File: src/rtl/bmr_pkg.sv
package bmr_pkg;
  localparam int unsigned DW = 32;
  localparam int unsigned NB = DW / 8;

  // control dword lane layout
  localparam int unsigned CMD_LANE = 0;
  localparam int unsigned STS_LANE = 2;
  localparam logic [7:0]  PAD_BYTE = 8'hFF;

  // command byte bits
  localparam int unsigned CMD_RUN = 0;
  localparam int unsigned CMD_DIR = 3;

  // status byte bits
  localparam int unsigned STS_ACT = 0;
  localparam int unsigned STS_ERR = 1;
  localparam int unsigned STS_IRQ = 2;
  localparam int unsigned STS_CP0 = 5;
  localparam int unsigned STS_CP1 = 6;

  // configuration reset values
  localparam logic [15:0] CFG_CMD_RST  = 16'h0000;
  localparam logic [15:0] CFG_STS_RST  = 16'h0280;
  localparam logic [7:0]  CFG_BAR_LO   = 8'h01;
  localparam logic [7:0]  CFG_PROGIF   = 8'h80;
endpackage

File: src/rtl/bmr_chan.sv
module bmr_chan
  import bmr_pkg::*;
(
  input  logic          clk_i,
  input  logic          rst_ni,
  input  logic          ctl_we_i,
  input  logic          ptr_we_i,
  input  logic [NB-1:0] be_i,
  input  logic [DW-1:0] wdata_i,
  input  logic          act_i,
  input  logic          irq_ev_i,
  input  logic          err_ev_i,
  output logic [DW-1:0] ctl_rdata_o,
  output logic [DW-1:0] ptr_rdata_o,
  output logic          run_o,
  output logic          to_mem_o,
  output logic          abort_o,
  output logic [DW-1:0] ptr_o
);
  localparam int unsigned CB = CMD_LANE * 8;
  localparam int unsigned SB = STS_LANE * 8;

  logic       run_q, dir_q, irq_q, err_q, abort_q;
  logic [1:0] cap_q;
  logic [DW-1:2] ptr_q;
  logic       cmd_wr, sts_wr;
  logic [7:0] cmd_b, sts_b, cmd_wd, sts_wd;

  assign cmd_wr = ctl_we_i & be_i[CMD_LANE];
  assign sts_wr = ctl_we_i & be_i[STS_LANE];
  assign cmd_wd = wdata_i[CB +: 8];
  assign sts_wd = wdata_i[SB +: 8];

  always_ff @(posedge clk_i or negedge rst_ni) begin
    if (!rst_ni) begin
      run_q   <= 1'b0;
      dir_q   <= 1'b0;
      abort_q <= 1'b0;
    end else begin
      abort_q <= cmd_wr & run_q & ~cmd_wd[CMD_RUN];
      if (cmd_wr) begin
        run_q <= cmd_wd[CMD_RUN];
        dir_q <= cmd_wd[CMD_DIR];
      end
    end
  end

  // event set has priority over write-one-to-clear
  always_ff @(posedge clk_i or negedge rst_ni) begin
    if (!rst_ni) begin
      cap_q <= 2'b00;
      irq_q <= 1'b0;
      err_q <= 1'b0;
    end else begin
      if (sts_wr) cap_q <= {sts_wd[STS_CP1], sts_wd[STS_CP0]};
      if (irq_ev_i)                        irq_q <= 1'b1;
      else if (sts_wr && sts_wd[STS_IRQ])  irq_q <= 1'b0;
      if (err_ev_i)                        err_q <= 1'b1;
      else if (sts_wr && sts_wd[STS_ERR])  err_q <= 1'b0;
    end
  end

  for (genvar l = 0; l < NB; l++) begin : g_ptr_lane
    localparam int unsigned LO = (l == 0) ? 2 : l * 8;
    always_ff @(posedge clk_i or negedge rst_ni) begin
      if (!rst_ni)                  ptr_q[l*8+7:LO] <= '0;
      else if (ptr_we_i && be_i[l]) ptr_q[l*8+7:LO] <= wdata_i[l*8+7:LO];
    end
  end

  always_comb begin
    cmd_b = '0;
    cmd_b[CMD_RUN] = run_q;
    cmd_b[CMD_DIR] = dir_q;
    sts_b = '0;
    sts_b[STS_ACT] = act_i;
    sts_b[STS_ERR] = err_q;
    sts_b[STS_IRQ] = irq_q;
    sts_b[STS_CP0] = cap_q[0];
    sts_b[STS_CP1] = cap_q[1];
    ctl_rdata_o = {NB{PAD_BYTE}};
    ctl_rdata_o[CB +: 8] = cmd_b;
    ctl_rdata_o[SB +: 8] = sts_b;
  end

  assign ptr_o       = {ptr_q, 2'b00};
  assign ptr_rdata_o = ptr_o;
  assign run_o       = run_q;
  assign to_mem_o    = dir_q;
  assign abort_o     = abort_q;

  logic unused_wd;
  assign unused_wd = ^{wdata_i[1:0], cmd_wd[7:4], cmd_wd[2:1], sts_wd[7], sts_wd[4:3],
                       sts_wd[0], be_i[1], be_i[3]};

  p_abort_one_shot_r5: assert property (@(posedge clk_i) disable iff (!rst_ni)
    abort_q |=> !abort_q);
  p_abort_cause_r5: assert property (@(posedge clk_i) disable iff (!rst_ni)
    (cmd_wr && !run_q) |=> !abort_q);
  p_run_follows_r4: assert property (@(posedge clk_i) disable iff (!rst_ni)
    cmd_wr |=> (run_o == $past(cmd_wd[CMD_RUN])) && (to_mem_o == $past(cmd_wd[CMD_DIR])));
  p_irq_set_wins_r8: assert property (@(posedge clk_i) disable iff (!rst_ni)
    irq_ev_i |=> ctl_rdata_o[SB + STS_IRQ]);
  p_err_set_wins_r8: assert property (@(posedge clk_i) disable iff (!rst_ni)
    err_ev_i |=> ctl_rdata_o[SB + STS_ERR]);
  p_irq_w1c_r7: assert property (@(posedge clk_i) disable iff (!rst_ni)
    (sts_wr && sts_wd[STS_IRQ] && !irq_ev_i) |=> !ctl_rdata_o[SB + STS_IRQ]);
  p_ptr_hold_r10: assert property (@(posedge clk_i) disable iff (!rst_ni)
    !ptr_we_i |=> $stable(ptr_o));
endmodule

File: src/rtl/bm_dma_regs.sv
module bm_dma_regs
  import bmr_pkg::*;
#(
  parameter int unsigned NUM_CH = 2,
  localparam int unsigned CW = $clog2(NUM_CH),
  localparam int unsigned AW = CW + 1
) (
  input  logic               clk_i,
  input  logic               rst_ni,
  input  logic               req_i,
  input  logic               we_i,
  input  logic [AW-1:0]      word_addr_i,
  input  logic [NB-1:0]      be_i,
  input  logic [DW-1:0]      wdata_i,
  output logic [DW-1:0]      rdata_o,
  input  logic [NUM_CH-1:0]  act_i,
  input  logic [NUM_CH-1:0]  irq_ev_i,
  input  logic [NUM_CH-1:0]  err_ev_i,
  output logic [NUM_CH-1:0]  run_o,
  output logic [NUM_CH-1:0]  to_mem_o,
  output logic [NUM_CH-1:0]  abort_o,
  output logic [NUM_CH*DW-1:0] desc_ptr_o,
  output logic [15:0]        cfg_cmd_o,
  output logic [15:0]        cfg_sts_o,
  output logic [7:0]         cfg_bar_lo_o,
  output logic [7:0]         cfg_progif_o
);
  logic [DW-1:0] ctl_rd [NUM_CH];
  logic [DW-1:0] ptr_rd [NUM_CH];
  logic [CW-1:0] ch_sel;
  logic          is_ptr, wr;

  assign ch_sel = word_addr_i[AW-1:1];
  assign is_ptr = word_addr_i[0];
  assign wr     = req_i & we_i;

  for (genvar c = 0; c < NUM_CH; c++) begin : g_ch
    logic hit;
    assign hit = wr && (ch_sel == CW'(c));
    bmr_chan u_chan (
      .clk_i      (clk_i),
      .rst_ni     (rst_ni),
      .ctl_we_i   (hit & ~is_ptr),
      .ptr_we_i   (hit & is_ptr),
      .be_i       (be_i),
      .wdata_i    (wdata_i),
      .act_i      (act_i[c]),
      .irq_ev_i   (irq_ev_i[c]),
      .err_ev_i   (err_ev_i[c]),
      .ctl_rdata_o(ctl_rd[c]),
      .ptr_rdata_o(ptr_rd[c]),
      .run_o      (run_o[c]),
      .to_mem_o   (to_mem_o[c]),
      .abort_o    (abort_o[c]),
      .ptr_o      (desc_ptr_o[c*DW +: DW])
    );
  end

  assign rdata_o      = is_ptr ? ptr_rd[ch_sel] : ctl_rd[ch_sel];
  assign cfg_cmd_o    = CFG_CMD_RST;
  assign cfg_sts_o    = CFG_STS_RST;
  assign cfg_bar_lo_o = CFG_BAR_LO;
  assign cfg_progif_o = CFG_PROGIF;

  always_comb begin
    if (rst_ni && !is_ptr)
      p_ctl_pad_r3: assert (rdata_o[15:8] == PAD_BYTE && rdata_o[31:24] == PAD_BYTE);
  end

  p_abort_after_run_r5: assert property (@(posedge clk_i) disable iff (!rst_ni)
    $rose(abort_o[0]) |-> $fell(run_o[0]));
endmodule

File: config.mk
export PLATFORM = sky130hd
export DESIGN_NAME = bm_dma_regs
export DESIGN_NICKNAME = d
export VERILOG_FILES = /design/src/rtl/bmr_pkg.sv /design/src/rtl/bmr_chan.sv /design/src/rtl/bm_dma_regs.sv
export SDC_FILE = /design/constraint.sdc
export NUM_CORES = 1
export LEC_CHECK = 0
export BUFFER_PORTS_ARGS = -buffer_cell sky130_fd_sc_hd__buf_4
export CAP_MARGIN = 20
export CORE_MARGIN = 4
export CORE_UTILIZATION = 35
export DETAILED_ROUTE_END_ITERATION = 10
export PLACE_DENSITY = 0.76
export SLEW_MARGIN = 20
export SYNTH_ARGS = -nofsm -noshare
export SYNTH_HDL_FRONTEND = slang
export SYNTH_SLANG_ARGS = --single-unit
File: constraint.sdc
create_clock -name clk_i -period 1.85 [get_ports clk_i]
set_input_delay 0.2775 -clock clk_i [delete_from_list [all_inputs] [get_ports clk_i]]
set_output_delay 0.2775 -clock clk_i [all_outputs]
set_load 0.02 [all_outputs]
==> flow_summary.json <==
{
  "status": "completed",
  "rows": 37,
  "wl_per_cell_um": 16.2,
  "whs_endpoint": "g_ch[0].u_chan.abort_o",
  "worst_setup_path_end_kind": "primary output",
  "ios": 198,
  "die_h_um": 112,
  "switchingPower_mw": 1.98,
  "ys_ff_latch": 74,
  "postCtsSetupBuffers": 0,
  "core-area_um2": 10500,
  "drive_gt1_share_pct": 55.7,
  "p_int_mw": 3.80,
  "grt_max_degree": 42,
  "grt_pass1_vias": 2906,
  "synth_top_cell_by_area": "dfrtp_1",
  "antenna_left": 0,
  "crit_arrival_ns": 1.42,
  "use_met2_pct": 25.9,
  "critPathKind": "flip-flop to primary output",
  "cts_buffers": 9,
  "synth_xor_xnor_area_share_pct": 0,
  "clock_latency_ns": 0.34,
  "die_area_um2": 12600,
  "die_w_um": 112,
  "fin_crit_sh_pct": 91.9,
  "synth_area_leaders": "dfrtp_1, mux2_2, buf_4, mux2i_1, mux4_2",
  "io_buffers": 143,
  "reg2reg_slack_ns": 1.03,
  "clk_path_buf_depth": 2,
  "hold_viol": 0,
  "power_frac_clock_pct": 24.6,
  "routed_wl_um": 9560,
  "setup.worst_path.start_class": "flip-flop",
  "ys.warnings.count": 0,
  "grt_pass1_wl_um": 15300,
  "drt_iter0_drc": 54,
  "power_density_nw_per_um2": 1130,
  "r2r_cells": 1,
  "area_growth_pct": 33.7,
  "synth_area_per_cell_um2": 12.7,
  "hold_slack_ns": 0.105,
  "share_seq_of_total_power_pct": 38.9,
  "seq_area_um2": 1850,
  "hold_depth": 2,
  "fmax_mhz": 588,
  "p_sw_share_pct": 34.3,
  "p_leak_nw": 2.53,
  "synth_cells": 300,
  "route.detailed.drc": 0,
  "setup_tns_ns": 0,
  "drv_cap": 0,
  "synth_cell_types": 25,
  "ir_drop_mv": 0.588,
  "gr-usage-met1_pct": 17.2,
  "fillers": 945,
  "grt-busiest-layer": "met2",
  "maxSlewHeadroom_pct": 64.0,
  "tightest_slew_ns": 0.540,
  "clk_pin_slew_ns": 0.08,
  "vias": 2668,
  "rsz0062_at_grt": "false",
  "cts_tree": "built",
  "yosys.area_share.simple_pct": 7.34,
  "syn_area_um2": 3820,
  "nets": 497,
  "p_comb_share_pct": 36.5,
  "hpwl_um": 7260,
  "synth-compound-area-share_pct": 0.656,
  "dr.pass1.iters": 4,
  "reg2reg_from": "g_ch[1].u_chan.ptr_o[27]",
  "final_common_cell": "buf_4",
  "hold_path.class": "input pin to flip-flop",
  "holdCritStartpoint": "wdata_i[0]",
  "synth_top_family_by_area": "multiplexers",
  "root_buffer": "clkbuf_8",
  "final_cell_mix": "buf_4, dfrtp_1, mux2_2",
  "grt_overflow_total": 0,
  "start_util_pct": 36.5,
  "r2r_end": "g_ch[1].u_chan.ptr_o[27]",
  "synth_mux_area_share_pct": 30.2,
  "synth_adder_area_share_pct": 0,
  "setup_viol": 0,
  "track_usage_pct": 15.4,
  "insertedDiodeCount": 0,
  "drv_slew": 0,
  "use_met3_pct": 7.17,
  "post-route-min-period_ns": 1.70,
  "cts_max_level": 3,
  "path_max_fanout": 3,
  "yosysTopAreaCellShare_pct": 48.5,
  "synth-seq-area-share_pct": 48.5,
  "cp.required_ns": 1.57,
  "fin_worst_skew_ns": 0.000203,
  "antenna_found_initial": 0,
  "viasPerCell": 4.52,
  "gp_congestion": 0.794,
  "multi_input_area_um2": 1660,
  "cts_sinks": 74
}
## sequential cells by signal (all words and copies together) (netlist names)
register / cells
g_ch.u_chan.err_q: 2
g_ch.u_chan.abort_o: 2
g_ch.u_chan.to_mem_o: 2
g_ch.u_chan.irq_q: 2
g_ch.u_chan.cap_q: 4
g_ch.u_chan.ptr_o: 60
g_ch.u_chan.run_o: 2
## through the flow
stage / utilization (%) / instance area (um2) / std cells / power (mW) / setup WS [ns]
2_1_floorplan: - / 4010 / 351 / 3.52 / 0.281
3_3_place_gp: 46.5 / 4870 / 573 / 4.36 / 0.204
3_5_place_dp: 46.5 / 4870 / 573 / 4.41 / 0.193
4_1_cts: 48.8 / 5100 / 590 / 5.87 / 0.110
5_1_grt: 48.8 / 5100 / 590 / 6.13 / 0.0869
6_report: 48.8 / 5100 / 590 / 5.78 / 0.150
## per-layer routing
layer  vias to the layer above  routed length [um]
met3                        10                1230
met5                         -                   0
li1                       1216                   -
met1                      1281                3570
met2                       161                4610
met4                         0                 149
## cells in the mapped netlist
library cell / instances
nor2_4: 2
nand2_2: 1
a31oi_1: 4
buf_4: 62
dfrtp_1: 74
conb_1: 2
nand3_2: 1
nand2b_4: 1
nor3b_1: 1
nor2_2: 6
clkbuf_1: 3
nor2_1: 7
inv_1: 4
nor3_2: 1
nand3_1: 3
mux4_2: 6
nand2_1: 16
or3_1: 1
mux2_2: 67
mux2_1: 1
nor4b_1: 1
buf_2: 2
nor2b_1: 8
nand2b_1: 1
mux2i_1: 25
## cells by family after synthesis
kind of cell | after synthesis
simple gates | 50
buf+inv | 71
other cells | 2
mux | 99
flops | 74
compound gates | 4
## timing repair
action | in CTS | in global routing
resized for setup | 0 | 0
endpoints found under the hold margin | 40 | 0
hold buffers | 1 | 0
## area by class of cell
type	instances	area share (%)
clock buffer	12	3.04
clock inverter	4	1.45
inverter	4	0.294
multi-input combinational	206	32.4
sequential	74	36.3
tap	136	3.33
timing repair buffer	154	23.2
## worst max-delay path by stage
stage / slack (ns) / from / cells after the start / to
5_1_grt: 0.09 / g_ch[1].u_chan.ptr_o[16] / 2 / rdata_o[16]
4_1_cts: 0.11 / g_ch[1].u_chan.ptr_o[18] / 2 / rdata_o[18]
6_report: 0.15 / g_ch[1].u_chan.ptr_o[18] / 2 / rdata_o[18]
2_1_floorplan: 0.28 / word_addr_i[1] / 3 / rdata_o[17]
3_3_place_gp: 0.20 / word_addr_i[1] / 4 / g_ch[1].u_chan.ptr_o[23]
3_5_place_dp: 0.19 / word_addr_i[1] / 3 / rdata_o[18]
## critical path, stage by stage, from the launching register on
cell and delay (ns):
dfrtp_1 0.40, mux4_2 0.50, buf_4 0.18
## power groups by stage
stage                     logic, mW  clock network, mW  registers [mW]
final                          2.11               1.42            2.25
after global routing           2.25               1.58            2.31
after CTS                      2.14               1.48            2.25
after detailed placement       2.13                  0            2.28
after global placement         2.10                  0            2.26
after floorplan               0.929                  0            2.59
Note: power is estimated with default switching activity, not from simulation.
